===== src/rtl/kpd_pkg.sv =====
package kpd_pkg;

   localparam int KPD_CODE_W = 8;

   typedef struct packed {
      logic [KPD_CODE_W-1:0] code;
      logic                  ext;
      logic                  rel;
      logic                  shift;
      logic [7:0]            ascii;
   } kpd_rec_t;

endpackage


===== src/rtl/kpd_classify.sv =====
module kpd_classify #(
   parameter int                      CODE_W      = 8,
   parameter logic [CODE_W-1:0]       EXT_CODE    = 8'hE0,
   parameter logic [CODE_W-1:0]       REL_CODE    = 8'hF0,
   parameter int                      NUM_SHIFT   = 2,
   parameter logic [NUM_SHIFT*CODE_W-1:0] SHIFT_CODES = {8'h59, 8'h12}
) (
   input  logic                 valid,
   input  logic [CODE_W-1:0]    byte_in,
   input  logic                 pend_ext,
   output logic                 ext_pfx,
   output logic                 rel_pfx,
   output logic                 key_evt,
   output logic [NUM_SHIFT-1:0] shift_hit
);

   assign ext_pfx = valid && (byte_in == EXT_CODE);
   assign rel_pfx = valid && (byte_in == REL_CODE);
   assign key_evt = valid && !ext_pfx && !rel_pfx;

   for (genvar k = 0; k < NUM_SHIFT; k++) begin : g_hit
      assign shift_hit[k] = key_evt && !pend_ext &&
                            (byte_in == SHIFT_CODES[k*CODE_W +: CODE_W]);
   end

endmodule


===== src/rtl/kpd_prefix_track.sv =====
module kpd_prefix_track (
   input  logic clk,
   input  logic rst,
   input  logic set_ext,
   input  logic set_rel,
   input  logic consume,
   output logic pend_ext,
   output logic pend_rel
);

   always_ff @(posedge clk) begin
      if (rst) begin
         pend_ext <= 1'b0;
         pend_rel <= 1'b0;
      end else if (consume) begin
         pend_ext <= 1'b0;
         pend_rel <= 1'b0;
      end else begin
         if (set_ext) pend_ext <= 1'b1;
         if (set_rel) pend_rel <= 1'b1;
      end
   end

endmodule


===== src/rtl/kpd_shift_track.sv =====
module kpd_shift_track #(
   parameter int NUM_SHIFT = 2
) (
   input  logic                 clk,
   input  logic                 rst,
   input  logic [NUM_SHIFT-1:0] hit,
   input  logic                 release_evt,
   output logic                 held,
   output logic                 held_next
);

   logic [NUM_SHIFT-1:0] key_q;
   logic [NUM_SHIFT-1:0] key_d;

   for (genvar k = 0; k < NUM_SHIFT; k++) begin : g_key
      assign key_d[k] = hit[k] ? !release_evt : key_q[k];
      always_ff @(posedge clk) begin
         if (rst) key_q[k] <= 1'b0;
         else     key_q[k] <= key_d[k];
      end
   end

   assign held      = |key_q;
   assign held_next = |key_d;

endmodule


===== src/rtl/kpd_ascii_map.sv =====
module kpd_ascii_map (
   input  logic [7:0] code,
   input  logic       upper,
   input  logic       blank,
   output logic [7:0] ascii
);

   localparam logic [4:0] NO_LETTER = 5'd31;
   localparam logic [3:0] NO_DIGIT  = 4'd15;

   logic [4:0] lidx;
   logic [3:0] didx;

   always_comb begin
      lidx = NO_LETTER;
      case (code)
         8'h1C: lidx = 5'd0;   8'h32: lidx = 5'd1;   8'h21: lidx = 5'd2;
         8'h23: lidx = 5'd3;   8'h24: lidx = 5'd4;   8'h2B: lidx = 5'd5;
         8'h34: lidx = 5'd6;   8'h33: lidx = 5'd7;   8'h43: lidx = 5'd8;
         8'h3B: lidx = 5'd9;   8'h42: lidx = 5'd10;  8'h4B: lidx = 5'd11;
         8'h3A: lidx = 5'd12;  8'h31: lidx = 5'd13;  8'h44: lidx = 5'd14;
         8'h4D: lidx = 5'd15;  8'h15: lidx = 5'd16;  8'h2D: lidx = 5'd17;
         8'h1B: lidx = 5'd18;  8'h2C: lidx = 5'd19;  8'h3C: lidx = 5'd20;
         8'h2A: lidx = 5'd21;  8'h1D: lidx = 5'd22;  8'h22: lidx = 5'd23;
         8'h35: lidx = 5'd24;  8'h1A: lidx = 5'd25;
         default: lidx = NO_LETTER;
      endcase
   end

   always_comb begin
      didx = NO_DIGIT;
      case (code)
         8'h45: didx = 4'd0;  8'h16: didx = 4'd1;  8'h1E: didx = 4'd2;
         8'h26: didx = 4'd3;  8'h25: didx = 4'd4;  8'h2E: didx = 4'd5;
         8'h36: didx = 4'd6;  8'h3D: didx = 4'd7;  8'h3E: didx = 4'd8;
         8'h46: didx = 4'd9;
         default: didx = NO_DIGIT;
      endcase
   end

   always_comb begin
      if (blank) begin
         ascii = 8'h00;
      end else if (lidx != NO_LETTER) begin
         ascii = (upper ? 8'h41 : 8'h61) + {3'b000, lidx};
      end else if (didx != NO_DIGIT) begin
         ascii = 8'h30 + {4'b0000, didx};
      end else begin
         case (code)
            8'h29:   ascii = 8'h20;
            8'h5A:   ascii = 8'h0D;
            8'h0D:   ascii = 8'h09;
            default: ascii = 8'h00;
         endcase
      end
   end

endmodule


===== src/rtl/kpd_out_reg.sv =====
module kpd_out_reg
   import kpd_pkg::*;
(
   input  logic     clk,
   input  logic     rst,
   input  logic     load,
   input  kpd_rec_t rec_in,
   input  logic     ack,
   output logic     ready,
   output kpd_rec_t rec_q
);

   always_ff @(posedge clk) begin
      if (rst) begin
         ready <= 1'b0;
         rec_q <= '0;
      end else if (load) begin
         ready <= 1'b1;
         rec_q <= rec_in;
      end else if (ack) begin
         ready <= 1'b0;
      end
   end

endmodule


===== src/rtl/kbd_prefix_decoder.sv =====
module kbd_prefix_decoder
   import kpd_pkg::*;
#(
   parameter int                          CODE_W        = 8,
   parameter bit                          SHIFT_TRAP_EN = 1'b0,
   parameter logic [CODE_W-1:0]           EXT_CODE      = 8'hE0,
   parameter logic [CODE_W-1:0]           REL_CODE      = 8'hF0,
   parameter int                          NUM_SHIFT     = 2,
   parameter logic [NUM_SHIFT*CODE_W-1:0] SHIFT_CODES   = {8'h59, 8'h12}
) (
   input  logic              clk,
   input  logic              rst,
   input  logic              code_valid,
   input  logic [CODE_W-1:0] code_byte,
   input  logic              rd_ack,
   output logic              rec_ready,
   output logic [CODE_W-1:0] rec_code,
   output logic              rec_ext,
   output logic              rec_rel,
   output logic              rec_shift,
   output logic [7:0]        rec_ascii,
   output logic              shift_key_on
);

   if (CODE_W != KPD_CODE_W) begin : g_bad_width
      $error("kbd_prefix_decoder: CODE_W must equal the package code width");
   end
   if (NUM_SHIFT < 1) begin : g_bad_shift
      $error("kbd_prefix_decoder: NUM_SHIFT must be at least 1");
   end
   if (EXT_CODE == REL_CODE) begin : g_bad_prefix
      $error("kbd_prefix_decoder: prefix codes must differ");
   end

   logic                 ext_pfx, rel_pfx, key_evt;
   logic [NUM_SHIFT-1:0] shift_hit;
   logic                 pend_ext, pend_rel;
   logic                 held, held_next;
   logic                 shift_evt;
   logic                 emit;
   logic [7:0]           ascii_c;
   kpd_rec_t             rec_in, rec_q;

   kpd_classify #(
      .CODE_W     (CODE_W),
      .EXT_CODE   (EXT_CODE),
      .REL_CODE   (REL_CODE),
      .NUM_SHIFT  (NUM_SHIFT),
      .SHIFT_CODES(SHIFT_CODES)
   ) u_classify (
      .valid    (code_valid),
      .byte_in  (code_byte),
      .pend_ext (pend_ext),
      .ext_pfx  (ext_pfx),
      .rel_pfx  (rel_pfx),
      .key_evt  (key_evt),
      .shift_hit(shift_hit)
   );

   kpd_prefix_track u_prefix (
      .clk     (clk),
      .rst     (rst),
      .set_ext (ext_pfx),
      .set_rel (rel_pfx),
      .consume (key_evt),
      .pend_ext(pend_ext),
      .pend_rel(pend_rel)
   );

   kpd_shift_track #(.NUM_SHIFT(NUM_SHIFT)) u_shift (
      .clk        (clk),
      .rst        (rst),
      .hit        (shift_hit),
      .release_evt(pend_rel),
      .held       (held),
      .held_next  (held_next)
   );

   assign shift_evt = |shift_hit;

   if (SHIFT_TRAP_EN) begin : g_trap
      assign emit = key_evt && !shift_evt;
   end else begin : g_pass
      assign emit = key_evt;
   end

   kpd_ascii_map u_ascii (
      .code (code_byte),
      .upper(held),
      .blank(pend_ext || shift_evt),
      .ascii(ascii_c)
   );

   always_comb begin
      rec_in.code  = code_byte;
      rec_in.ext   = pend_ext;
      rec_in.rel   = pend_rel;
      rec_in.shift = held_next;
      rec_in.ascii = ascii_c;
   end

   kpd_out_reg u_out (
      .clk   (clk),
      .rst   (rst),
      .load  (emit),
      .rec_in(rec_in),
      .ack   (rd_ack),
      .ready (rec_ready),
      .rec_q (rec_q)
   );

   assign rec_code     = rec_q.code;
   assign rec_ext      = rec_q.ext;
   assign rec_rel      = rec_q.rel;
   assign rec_shift    = rec_q.shift;
   assign rec_ascii    = rec_q.ascii;
   assign shift_key_on = held;

endmodule


===== config.mk =====
export PLATFORM = sky130hd
export DESIGN_NAME = kbd_prefix_decoder
export DESIGN_NICKNAME = d
export VERILOG_FILES = /design/src/rtl/kpd_pkg.sv /design/src/rtl/kpd_classify.sv /design/src/rtl/kpd_prefix_track.sv /design/src/rtl/kpd_shift_track.sv /design/src/rtl/kpd_ascii_map.sv /design/src/rtl/kpd_out_reg.sv /design/src/rtl/kbd_prefix_decoder.sv
export SDC_FILE = /design/constraint.sdc
export NUM_CORES = 1
export LEC_CHECK = 0
export ABC_CLOCK_PERIOD_IN_PS = 3300
export BUFFER_PORTS_ARGS = -buffer_cell sky130_fd_sc_hd__buf_2
export CAP_MARGIN = 20
export CELL_PAD_IN_SITES_DETAIL_PLACEMENT = 1
export CELL_PAD_IN_SITES_GLOBAL_PLACEMENT = 1
export CORE_MARGIN = 5
export CORE_UTILIZATION = 41
export CTS_CLUSTER_DIAMETER = 50
export DETAILED_ROUTE_END_ITERATION = 10
export MAX_ROUTING_LAYER = met4
export PLACE_DENSITY_LB_ADDON = 0.1
export SYNTH_ARGS = -nofsm -noshare
export SYNTH_HDL_FRONTEND = slang
export SYNTH_SLANG_ARGS = --single-unit

===== constraint.sdc =====
create_clock -name clk -period 3.3 [get_ports clk]
set_input_delay 0.33 -clock clk [delete_from_list [all_inputs] [get_ports clk]]
set_output_delay 0.33 -clock clk [all_outputs]
set_load 0.01 [all_outputs]

==> impl_metrics.py, run 1 <==
metrics = {
    "status": {
        "status": "finished clean",
    },
    "setup_path": {
        "r2r_cells": 5,
        "critPathMaxStageDelay_ps": 570,
        "worstSetupStartpoint": "code_byte[0]",
        "crit_type": "input port to flip-flop",
        "cp.required_ps": 3460,
        "crit_path_frequent_cell": "ha_1",
        "cpMaxStageDelayCell": "or4_1",
        "crit_arrival_ps": 3110,
        "startpoint_type": "input port",
        "rrSetupSlack_ps": 1410,
        "path_cells": "buf_2, inv_1, ha_1, ha_1, o21a_1, o32ai_1, or4_1, o31a_1, ha_1, inv_1, nor3_1, ha_1, inv_1, or2_2, a211oi_1, a221o_1",
        "r2r_start": "u_prefix.pend_ext",
        "reg2reg_to": "u_out.rec_q[3]",
        "end_kind": "flip-flop",
        "cp_max_fo": 6,
    },
    "logic_synthesis": {
        "synth_most_common_cell": "dfxtp_1",
        "synth_commonest_cells": "dfxtp_1 (24), nand2_1 (21), a21oi_1 (19), nor2_1 (19), inv_1 (15)",
        "synth_area_per_cell_um2": 7.71,
        "ys_ff_latch": 24,
        "synth.area.top_cells": "dfxtp_1 (24%), ha_1 (6.3%), a21oi_1 (4.8%), mux2i_1 (4.0%), nand2_1 (3.9%)",
        "syn-instance-count": 259,
        "netlist-cell-type-count": 58,
        "synth_edf_count": 0,
        "synth-seq-area-share_pct": 24.1,
        "async_flop_share_pct": 0,
        "synth-warning-count": 0,
        "syn_nets": 281,
        "yosysTopAreaCellShare_pct": 24.1,
        "ys.flop_type": "dfxtp_1",
        "yosys.area.top_type": "dfxtp_1",
        "netlist_area_um2": 2000,
    },
    "power_and_ir_drop": {
        "netSwitchingFraction_pct": 28.9,
        "p_int_mw": 0.551,
        "leakage_nw": 1.04,
        "pwr-share-comb_pct": 26.8,
        "peakVddDrop_mv": 0.198,
        "power_density_nw_per_um2": 331,
        "clkPwrFrac_pct": 33.1,
        "p_switching_mw": 0.224,
        "report.power.total_mw": 0.775,
        "seqPwrFrac_pct": 40.0,
    },
    "floorplanning": {
        "core_um2": 4720,
        "die_w_um": 79.8,
        "fp.dieH_um": 79.8,
        "dieArea_um2": 6360,
        "start_util_pct": 42.3,
        "fp-row-count": 25,
        "io_pins": 33,
    },
    "routing": {
        "dr.pass1.iters": 4,
        "drt-total-wl_mm": 5.95,
        "vias_per_cell": 5.70,
        "wl_per_cell_um": 16.6,
        "drt_iter0_drc": 98,
        "vias": 2045,
        "ant_nets": 0,
        "drc": 0,
    },
    "cells_and_area": {
        "antenna-diode-count": 0,
        "layout.filler_cells": 601,
        "fin_cells": 359,
        "area_growth_pct": 17.2,
        "final_nets": 315,
        "fin_util_pct": 49.5,
        "layout-drive-gt1-share_pct": 21.9,
    },
    "clock_network": {
        "clock-root-buffer": "clkbuf_8",
        "cts_resized": 0,
        "cts_buffer_depth": 2,
        "clk-insertion-delay-late_ps": 270,
        "h-tree-depth": 1,
        "clk_pin_slew_ps": 90,
        "cts-hold-fix-buffers": 0,
        "postCtsSetupRepairBufs": 0,
        "numCtsBuffers": 3,
        "cts_tree": "yes",
        "clock_sinks": 24,
    },
    "hold_path": {
        "hold_start": "rd_ack",
        "hold_path_class": "input port to flip-flop",
        "min_path_cells": 3,
        "hold_end": "u_out.ready",
    },
    "placement": {
        "placed_cells": 355,
        "place.gp.congestion": 0.868,
        "place_ws_ps": 66.4,
        "portBuffers": 32,
        "place_hpwl_mm": 4.72,
    },
    "run": {
        "maxCapViolations": 0,
    },
    "grt": {
        "grt_max_degree": 22,
        "grt_pass1_vias": 2024,
        "grt_usage_pct": 19.9,
        "antenna_found_initial": 0,
        "grt_pass1_wl_mm": 9.99,
        "overflow": 0,
    },
    "sta": {
        "fin_crit_sh_pct": 89.2,
        "rsz0062_at_grt": "false",
        "tightestPinTransition_ps": 670,
        "tns_ps": 0,
        "skew_ps": 7.58,
        "setup_viol": 0,
        "period_needed_ps": 2940,
        "setup_slack_ps": 358,
        "maxSlewHeadroom_pct": 55.3,
        "fmax_mhz": 340,
        "drv_slew": 0,
        "hold_viol": 0,
    },
}
placed cells by master (no fill, tap or decap), types with 3 or more instances in the layout:
cell type / netlist / routed
nor2b_1: 10 / 10
buf_2: 7 / 32
nand3_1: 7 / 7
inv_1: 15 / 15
clkbuf_8: 0 / 3
nor3_1: 9 / 9
or4_1: 4 / 4
a211oi_1: 6 / 6
and3_1: 4 / 4
ha_1: 10 / 10
o31ai_1: 3 / 3
a21o_1: 3 / 3
nand2_1: 21 / 21
o21ai_0: 13 / 13
nand2b_1: 11 / 11
dfxtp_1: 24 / 24
nand4_1: 3 / 3
buf_4: 1 / 16
a22oi_1: 3 / 3
a221oi_1: 3 / 3
nor2_1: 19 / 19
a21oi_1: 19 / 19
mux2i_1: 8 / 8
sequential cells by signal (all words and copies together), names as in the netlist:
name,count
u_prefix.pend_rel,1
u_out.rec_q,19
u_out.ready,1
u_shift.key_q,2
u_prefix.pend_ext,1
worst max path at each step:
| stage | slack [ps] | depth (start not counted) | to |
|---|---|---|---|
| after floorplan | 320 | 16 | u_out.rec_q[3] |
| after global placement | 200 | 16 | u_out.rec_q[3] |
| after detailed placement | 70 | 16 | u_out.rec_q[3] |
| after CTS | 370 | 16 | u_out.rec_q[3] |
| after global routing | 70 | 17 | u_out.rec_q[3] |
| final | 360 | 16 | u_out.rec_q[3] |
layout make-up:
class / instances / area [µm²] / share of cell area (%)
multi-input combinational: 201 / 1370 / 58.4
inverter: 15 / 56.3 / 2.41
tap: 67 / 83.8 / 3.58
clock buffer: 3 / 41.3 / 1.76
timing repair buffer: 48 / 280 / 12.0
clock inverter: 1 / 30.0 / 1.28
sequential: 24 / 480 / 20.5
power by group through the flow:
stage,clock [mW],combinational [mW],sequential (mW)
2_1_floorplan,0,0.131,0.323
3_5_place_dp,0,0.208,0.317
5_1_grt,0.273,0.230,0.312
6_report,0.257,0.208,0.310
3_3_place_gp,0,0.206,0.317
4_1_cts,0.264,0.209,0.311
per-layer routing:
layer  GRT usage, %  wire (µm)  up-vias
met1           26.1       2840      986
met3           3.27        233        4
met5              -          0        -
li1               -          -     1015
met2           33.2       2830       40
met4           2.53         49        0
cells by family (layout without fill, tap and decap cells):
logic type / count (synthesis) / count (layout) / share of synthesized area, %
XOR/XNOR: 4 / 4 / 1.76
buffers and inverters: 34 / 67 / 7.40
adder cells (fa/ha/maj): 10 / 10 / 6.27
AO/OA/AOI/OAI: 74 / 74 / 26.1
flip-flops: 24 / 24 / 24.1
multiplexers: 12 / 12 / 7.02
AND/OR/NAND/NOR: 101 / 101 / 27.4
worst max-delay path: cells and delay by family:
kind | cells | cell delay (ps)
fa+ha+maj | 4 | 960
simple gates | 3 | 760
compound gates | 5 | 620
buf+inv | 4 | 430
through the flow:
| stage | hold WS, ps | cell area [µm²] |
|---|---|---|
| final | 323 | 2340 |
| after CTS | 322 | 2340 |
| after global routing | 327 | 2340 |
| after global placement | 437 | 2270 |
| after detailed placement | 441 | 2270 |
| after floorplan | 399 | 2000 |
(Power assumes the default switching activity.)
==> run 2: changes to the inputs <==
--- a/config.mk
+++ b/config.mk
@@ -15,7 +15,7 @@
 export CTS_CLUSTER_DIAMETER = 50
 export DETAILED_ROUTE_END_ITERATION = 10
 export MAX_ROUTING_LAYER = met4
-export PLACE_DENSITY_LB_ADDON = 0.1
+export PLACE_DENSITY = 0.85
 export SYNTH_ARGS = -nofsm -noshare
 export SYNTH_HDL_FRONTEND = slang
 export SYNTH_SLANG_ARGS = --single-unit
==> run 2 against run 1 <==
Clock skew fell by 2.7 ps; critical endpoint unchanged; clock-buffer cell count did not move; via count rose by 0.54%.
==> impl_metrics.py, run 2 (synthesis gave the netlist of run 1 again) <==
metrics = {
    "clock_network": {
        "cts_tree": "yes",
        "cts_resized": 0,
        "clock_sinks": 24,
        "postCtsSetupRepairBufs": 0,
        "clk-insertion-delay-late_ps": 280,
        "clk_pin_slew_ps": 90,
        "cts_buffer_depth": 2,
        "clock-root-buffer": "clkbuf_8",
        "numCtsBuffers": 3,
        "h-tree-depth": 1,
        "cts-hold-fix-buffers": 0,
    },
    "setup_path": {
        "r2r_start": "u_prefix.pend_ext",
        "crit_arrival_ps": 3230,
        "startpoint_type": "input port",
        "end_kind": "flip-flop",
        "rrSetupSlack_ps": 1300,
        "worstSetupStartpoint": "code_byte[0]",
        "crit_type": "input port to flip-flop",
        "cp_max_fo": 8,
        "cp.required_ps": 3520,
    },
    "grt": {
        "grt_max_degree": 26,
        "grt_pass1_wl_mm": 10.6,
        "grt_pass1_vias": 2143,
        "antenna_found_initial": 0,
        "grt_usage_pct": 21.0,
        "overflow": 0,
    },
    "routing": {
        "vias": 2056,
        "drt_iter0_drc": 89,
        "drt-total-wl_mm": 6.10,
        "ant_nets": 0,
        "drc": 0,
        "wl_per_cell_um": 17.1,
        "dr.pass1.iters": 4,
        "vias_per_cell": 5.76,
    },
    "floorplanning": {
        "start_util_pct": 42.3,
        "core_um2": 4720,
        "fp-row-count": 25,
        "dieArea_um2": 6360,
        "die_w_um": 79.8,
        "io_pins": 33,
        "fp.dieH_um": 79.8,
    },
    "cells_and_area": {
        "area_growth_pct": 16.6,
        "fin_cells": 357,
        "largest_reg_flops": 19,
        "largest_registers": "u_out.rec_q: 19 flops, u_shift.key_q: 2 flops",
        "antenna-diode-count": 0,
        "layout-drive-gt1-share_pct": 21.7,
        "layout_common_cells": "buf_2 (32), dfxtp_1 (24), nand2_1 (21)",
        "design_area_um2": 2330,
        "top_register": "u_out.rec_q",
        "final_nets": 313,
        "layout_commonest_cell": "buf_2",
        "fin_util_pct": 49.3,
    },
    "placement": {
        "place.gp.congestion": 0.907,
        "portBuffers": 32,
        "post_dp_cell_area_um2": 2250,
        "placed_cells": 353,
        "place_ws_ps": -39.1,
        "place_hpwl_mm": 4.75,
    },
    "power_and_ir_drop": {
        "power_density_nw_per_um2": 336,
        "peakVddDrop_mv": 0.241,
        "leakage_nw": 1.03,
    },
    "sta": {
        "drv_slew": 0,
        "period_needed_ps": 3010,
        "setup_slack_ps": 289,
        "skew_ps": 4.91,
        "maxSlewHeadroom_pct": 57.7,
        "rsz0062_at_grt": "false",
        "fmax_mhz": 332,
        "hold_viol": 0,
        "tightestPinTransition_ps": 633,
        "fin_crit_sh_pct": 91.2,
        "setup_viol": 0,
    },
    "hold_path": {
        "hold_start": "rd_ack",
        "hold_path_class": "input port to flip-flop",
    },
    "status": {
        "status": "finished clean",
    },
    "run": {
        "maxCapViolations": 0,
    },
}
-- run 2: cell type report --
class	count	area [µm²]
clock buffer	3	41.3
clock inverter	1	30.0
fill	587	2400
inverter	15	56.3
multi-input combinational	201	1370
sequential	24	480
tap	67	83.8
timing repair buffer	46	265
-- run 2: worst paths after layout --
| path | endpoint | cells past startpoint |
|---|---|---|
| worst max-delay path | u_out.rec_q[3] | 15 |
| worst min register to register | u_out.rec_q[8] | 2 |
| worst max register to register | u_out.rec_q[3] | 5 |
| worst min-delay path | u_out.ready | 3 |
-- run 2: worst max-delay path, cell delays in order --
cell,delay (ps)
buf_2,120
inv_1,90
ha_1,280
mux2_4,300
a221oi_1,250
or4_1,210
o31a_1,150
ha_1,140
inv_1,60
nor3_1,240
ha_2,330
inv_1,80
or2_2,310
a211oi_1,210
a221o_1,140
-- run 2: where the power goes --
group / switching (mW) / total, mW / internal, mW / leakage [nW]
Combinational: 0.123 / 0.207 / 0.0843 / 0.797
Clock: 0.103 / 0.265 / 0.163 / 0.0357
Sequential: 0.00714 / 0.310 / 0.303 / 0.196
-- run 2: per-stage QoR --
stage	power [mW]	TNS (ps)	hold slack (ps)
global route	0.824	0	306
detailed placement	0.522	-39.1	440
floorplan	0.454	0	399
CTS	0.786	0	314
global placement	0.516	0	433
finish	0.782	0	315
-- run 2: layer usage --
metal / GRT usage [%] / share of wire, % / up-vias
met5: - / 0 / -
met4: 6.25 / 2.5 / 0
met3: 3.05 / 3.3 / 13
met2: 34.8 / 48 / 49
met1: 26.7 / 46 / 989
li1: - / - / 1005
==> run 3: changes to the inputs <==
--- a/config.mk
+++ b/config.mk
@@ -16,6 +16,7 @@
 export DETAILED_ROUTE_END_ITERATION = 10
 export MAX_ROUTING_LAYER = met4
 export PLACE_DENSITY = 0.85
+export RECOVER_POWER = 50
 export SYNTH_ARGS = -nofsm -noshare
 export SYNTH_HDL_FRONTEND = slang
 export SYNTH_SLANG_ARGS = --single-unit
==> run 3 against run 2 <==
Die area stayed put; critical path depth stayed put; combinational power about the same; critical path type unchanged; largest cell class unchanged; highest routed layer unchanged.
==> impl_metrics.py, run 3 (synthesis gave the netlist of run 1 again) <==
metrics = {
    "grt": {
        "grt_pass1_wl_mm": 10.6,
        "grt_pass1_vias": 2143,
        "grt_max_degree": 26,
        "antenna_found_initial": 0,
        "grt_usage_pct": 21.0,
        "overflow": 0,
    },
    "sta": {
        "maxSlewHeadroom_pct": 57.4,
        "period_needed_ps": 3000,
        "skew_ps": 5.07,
        "fin_crit_sh_pct": 90.9,
        "rsz0062_at_grt": "false",
        "hold_viol": 0,
        "hold_slack_ps": 316,
        "setup_viol": 0,
        "tightestPinTransition_ps": 637,
        "drv_slew": 0,
        "fmax_mhz": 333,
        "tns_ps": 0,
    },
    "cells_and_area": {
        "layout_commonest_cell": "dfxtp_1",
        "ff_latch_area_um2": 480,
        "layout_common_cells": "dfxtp_1 (24), nand2_1 (21), clkbuf_1 (20)",
        "layout.filler_cells": 592,
        "top_register": "u_out.rec_q",
        "largest_reg_flops": 19,
        "area_growth_pct": 15.4,
        "fin_cells": 357,
        "antenna-diode-count": 0,
        "multi_input_comb_area_um2": 1370,
        "largest_registers": "u_out.rec_q: 19 flops, u_shift.key_q: 2 flops",
        "final_nets": 313,
        "layout-drive-gt1-share_pct": 14.8,
    },
    "clock_network": {
        "postCtsSetupRepairBufs": 0,
        "clock_sinks": 24,
        "clk-insertion-delay-late_ps": 280,
        "cts_tree": "yes",
        "numCtsBuffers": 3,
        "cts_buffer_depth": 2,
        "clock-root-buffer": "clkbuf_8",
        "clk_pin_slew_ps": 90,
        "h-tree-depth": 1,
    },
    "placement": {
        "place_hpwl_mm": 4.75,
        "placed_cells": 353,
        "portBuffers": 32,
        "place.gp.congestion": 0.907,
    },
    "setup_path": {
        "crit_type": "input port to flip-flop",
        "rrSetupSlack_ps": 1310,
        "cp.required_ps": 3520,
        "cpMaxStageDelayCell": "ha_2",
        "critPathTopFamily": "compound AO/OA/AOI/OAI gates",
        "end_kind": "flip-flop",
        "startpoint_type": "input port",
        "critPathMaxStageDelay_ps": 320,
        "cp_max_fo": 8,
        "path_cells": "buf_2, inv_1, ha_1, mux2_4, a221oi_1, or4_1, o31a_1, ha_1, inv_1, nor3_1, ha_2, inv_1, or2_2, a211oi_1, a221o_1",
        "crit_arrival_ps": 3220,
        "crit_path_frequent_cell": "inv_1",
        "path_buf_inv": 4,
    },
    "floorplanning": {
        "fp.dieH_um": 79.8,
        "start_util_pct": 42.3,
        "io_pins": 33,
        "dieArea_um2": 6360,
        "fp-row-count": 25,
        "core_um2": 4720,
        "die_w_um": 79.8,
    },
    "routing": {
        "vias": 2063,
        "drc": 0,
        "drt_iter0_drc": 111,
        "vias_per_cell": 5.78,
        "wl_per_cell_um": 17.0,
        "drt-total-wl_mm": 6.08,
        "dr.pass1.iters": 4,
        "ant_nets": 0,
    },
    "power_and_ir_drop": {
        "clkPwrFrac_pct": 34.0,
        "power_density_nw_per_um2": 338,
        "pwr-share-comb_pct": 26.1,
        "netSwitchingFraction_pct": 29.8,
        "seqPwrFrac_pct": 39.9,
        "report.power.total_mw": 0.779,
        "leakage_nw": 0.948,
        "p_switching_mw": 0.232,
        "peakVddDrop_mv": 0.240,
        "p_int_mw": 0.547,
    },
    "run": {
        "maxCapViolations": 0,
    },
    "hold_path": {
        "hold_path_class": "input port to flip-flop",
    },
    "status": {
        "status": "finished clean",
    },
}
==> run 3: area by class of cell <==
| class | instances | share of cell area [%] |
|---|---|---|
| Multi-Input combinational cell | 201 | 59.5 |
| Sequential cell | 24 | 20.9 |
| Timing Repair Buffer | 46 | 10.4 |
| Tap cell | 67 | 3.64 |
| Inverter | 15 | 2.45 |
| Clock buffer | 3 | 1.79 |
| Clock inverter | 1 | 1.30 |
==> run 3: timing repair <==
action	CTS	global route
resized for setup	0	1
hold buffers	0	0
endpoints found under the setup margin	0	1
==> run 3: per-stage QoR <==
step,utilization [%],setup slack [ps],instance area (µm²)
after global routing,48.7,79.9,2300
after CTS,49.2,205,2320
after floorplan,-,319,2000
after global placement,47.7,128,2250
final,48.7,300,2300
after detailed placement,47.7,-39.1,2250
==> run 3: final timing paths <==
path / end / from / cells after the start
max: u_out.rec_q[3] / code_byte[0] / 15
min: u_out.ready / rd_ack / 3
max reg2reg: u_out.rec_q[3] / u_prefix.pend_ext / 5
min reg2reg: u_out.rec_q[8] / u_out.rec_q[8] / 2
==> run 3: worst reg2reg max path, stage by stage (launching register included) <==
cell and delay, ps:
dfxtp_1 370, a211oi_1 460, nand4b_1 370, or2_2 400
a211oi_1 200, a221o_1 140
==> run 3: per-layer routing <==
layer,GRT usage (%),part of all wire [%]
met1,26.7,46
met3,3.05,3.2
met4,6.25,2.4
met5,-,0
met2,34.8,48
==> run 3: power by group through the flow <==
stage / registers (mW) / logic [mW] / clock network (mW)
finish: 0.311 / 0.204 / 0.265
global route: 0.312 / 0.226 / 0.282
CTS: 0.310 / 0.206 / 0.270
detailed placement: 0.317 / 0.205 / 0
global placement: 0.317 / 0.200 / 0
floorplan: 0.323 / 0.131 / 0
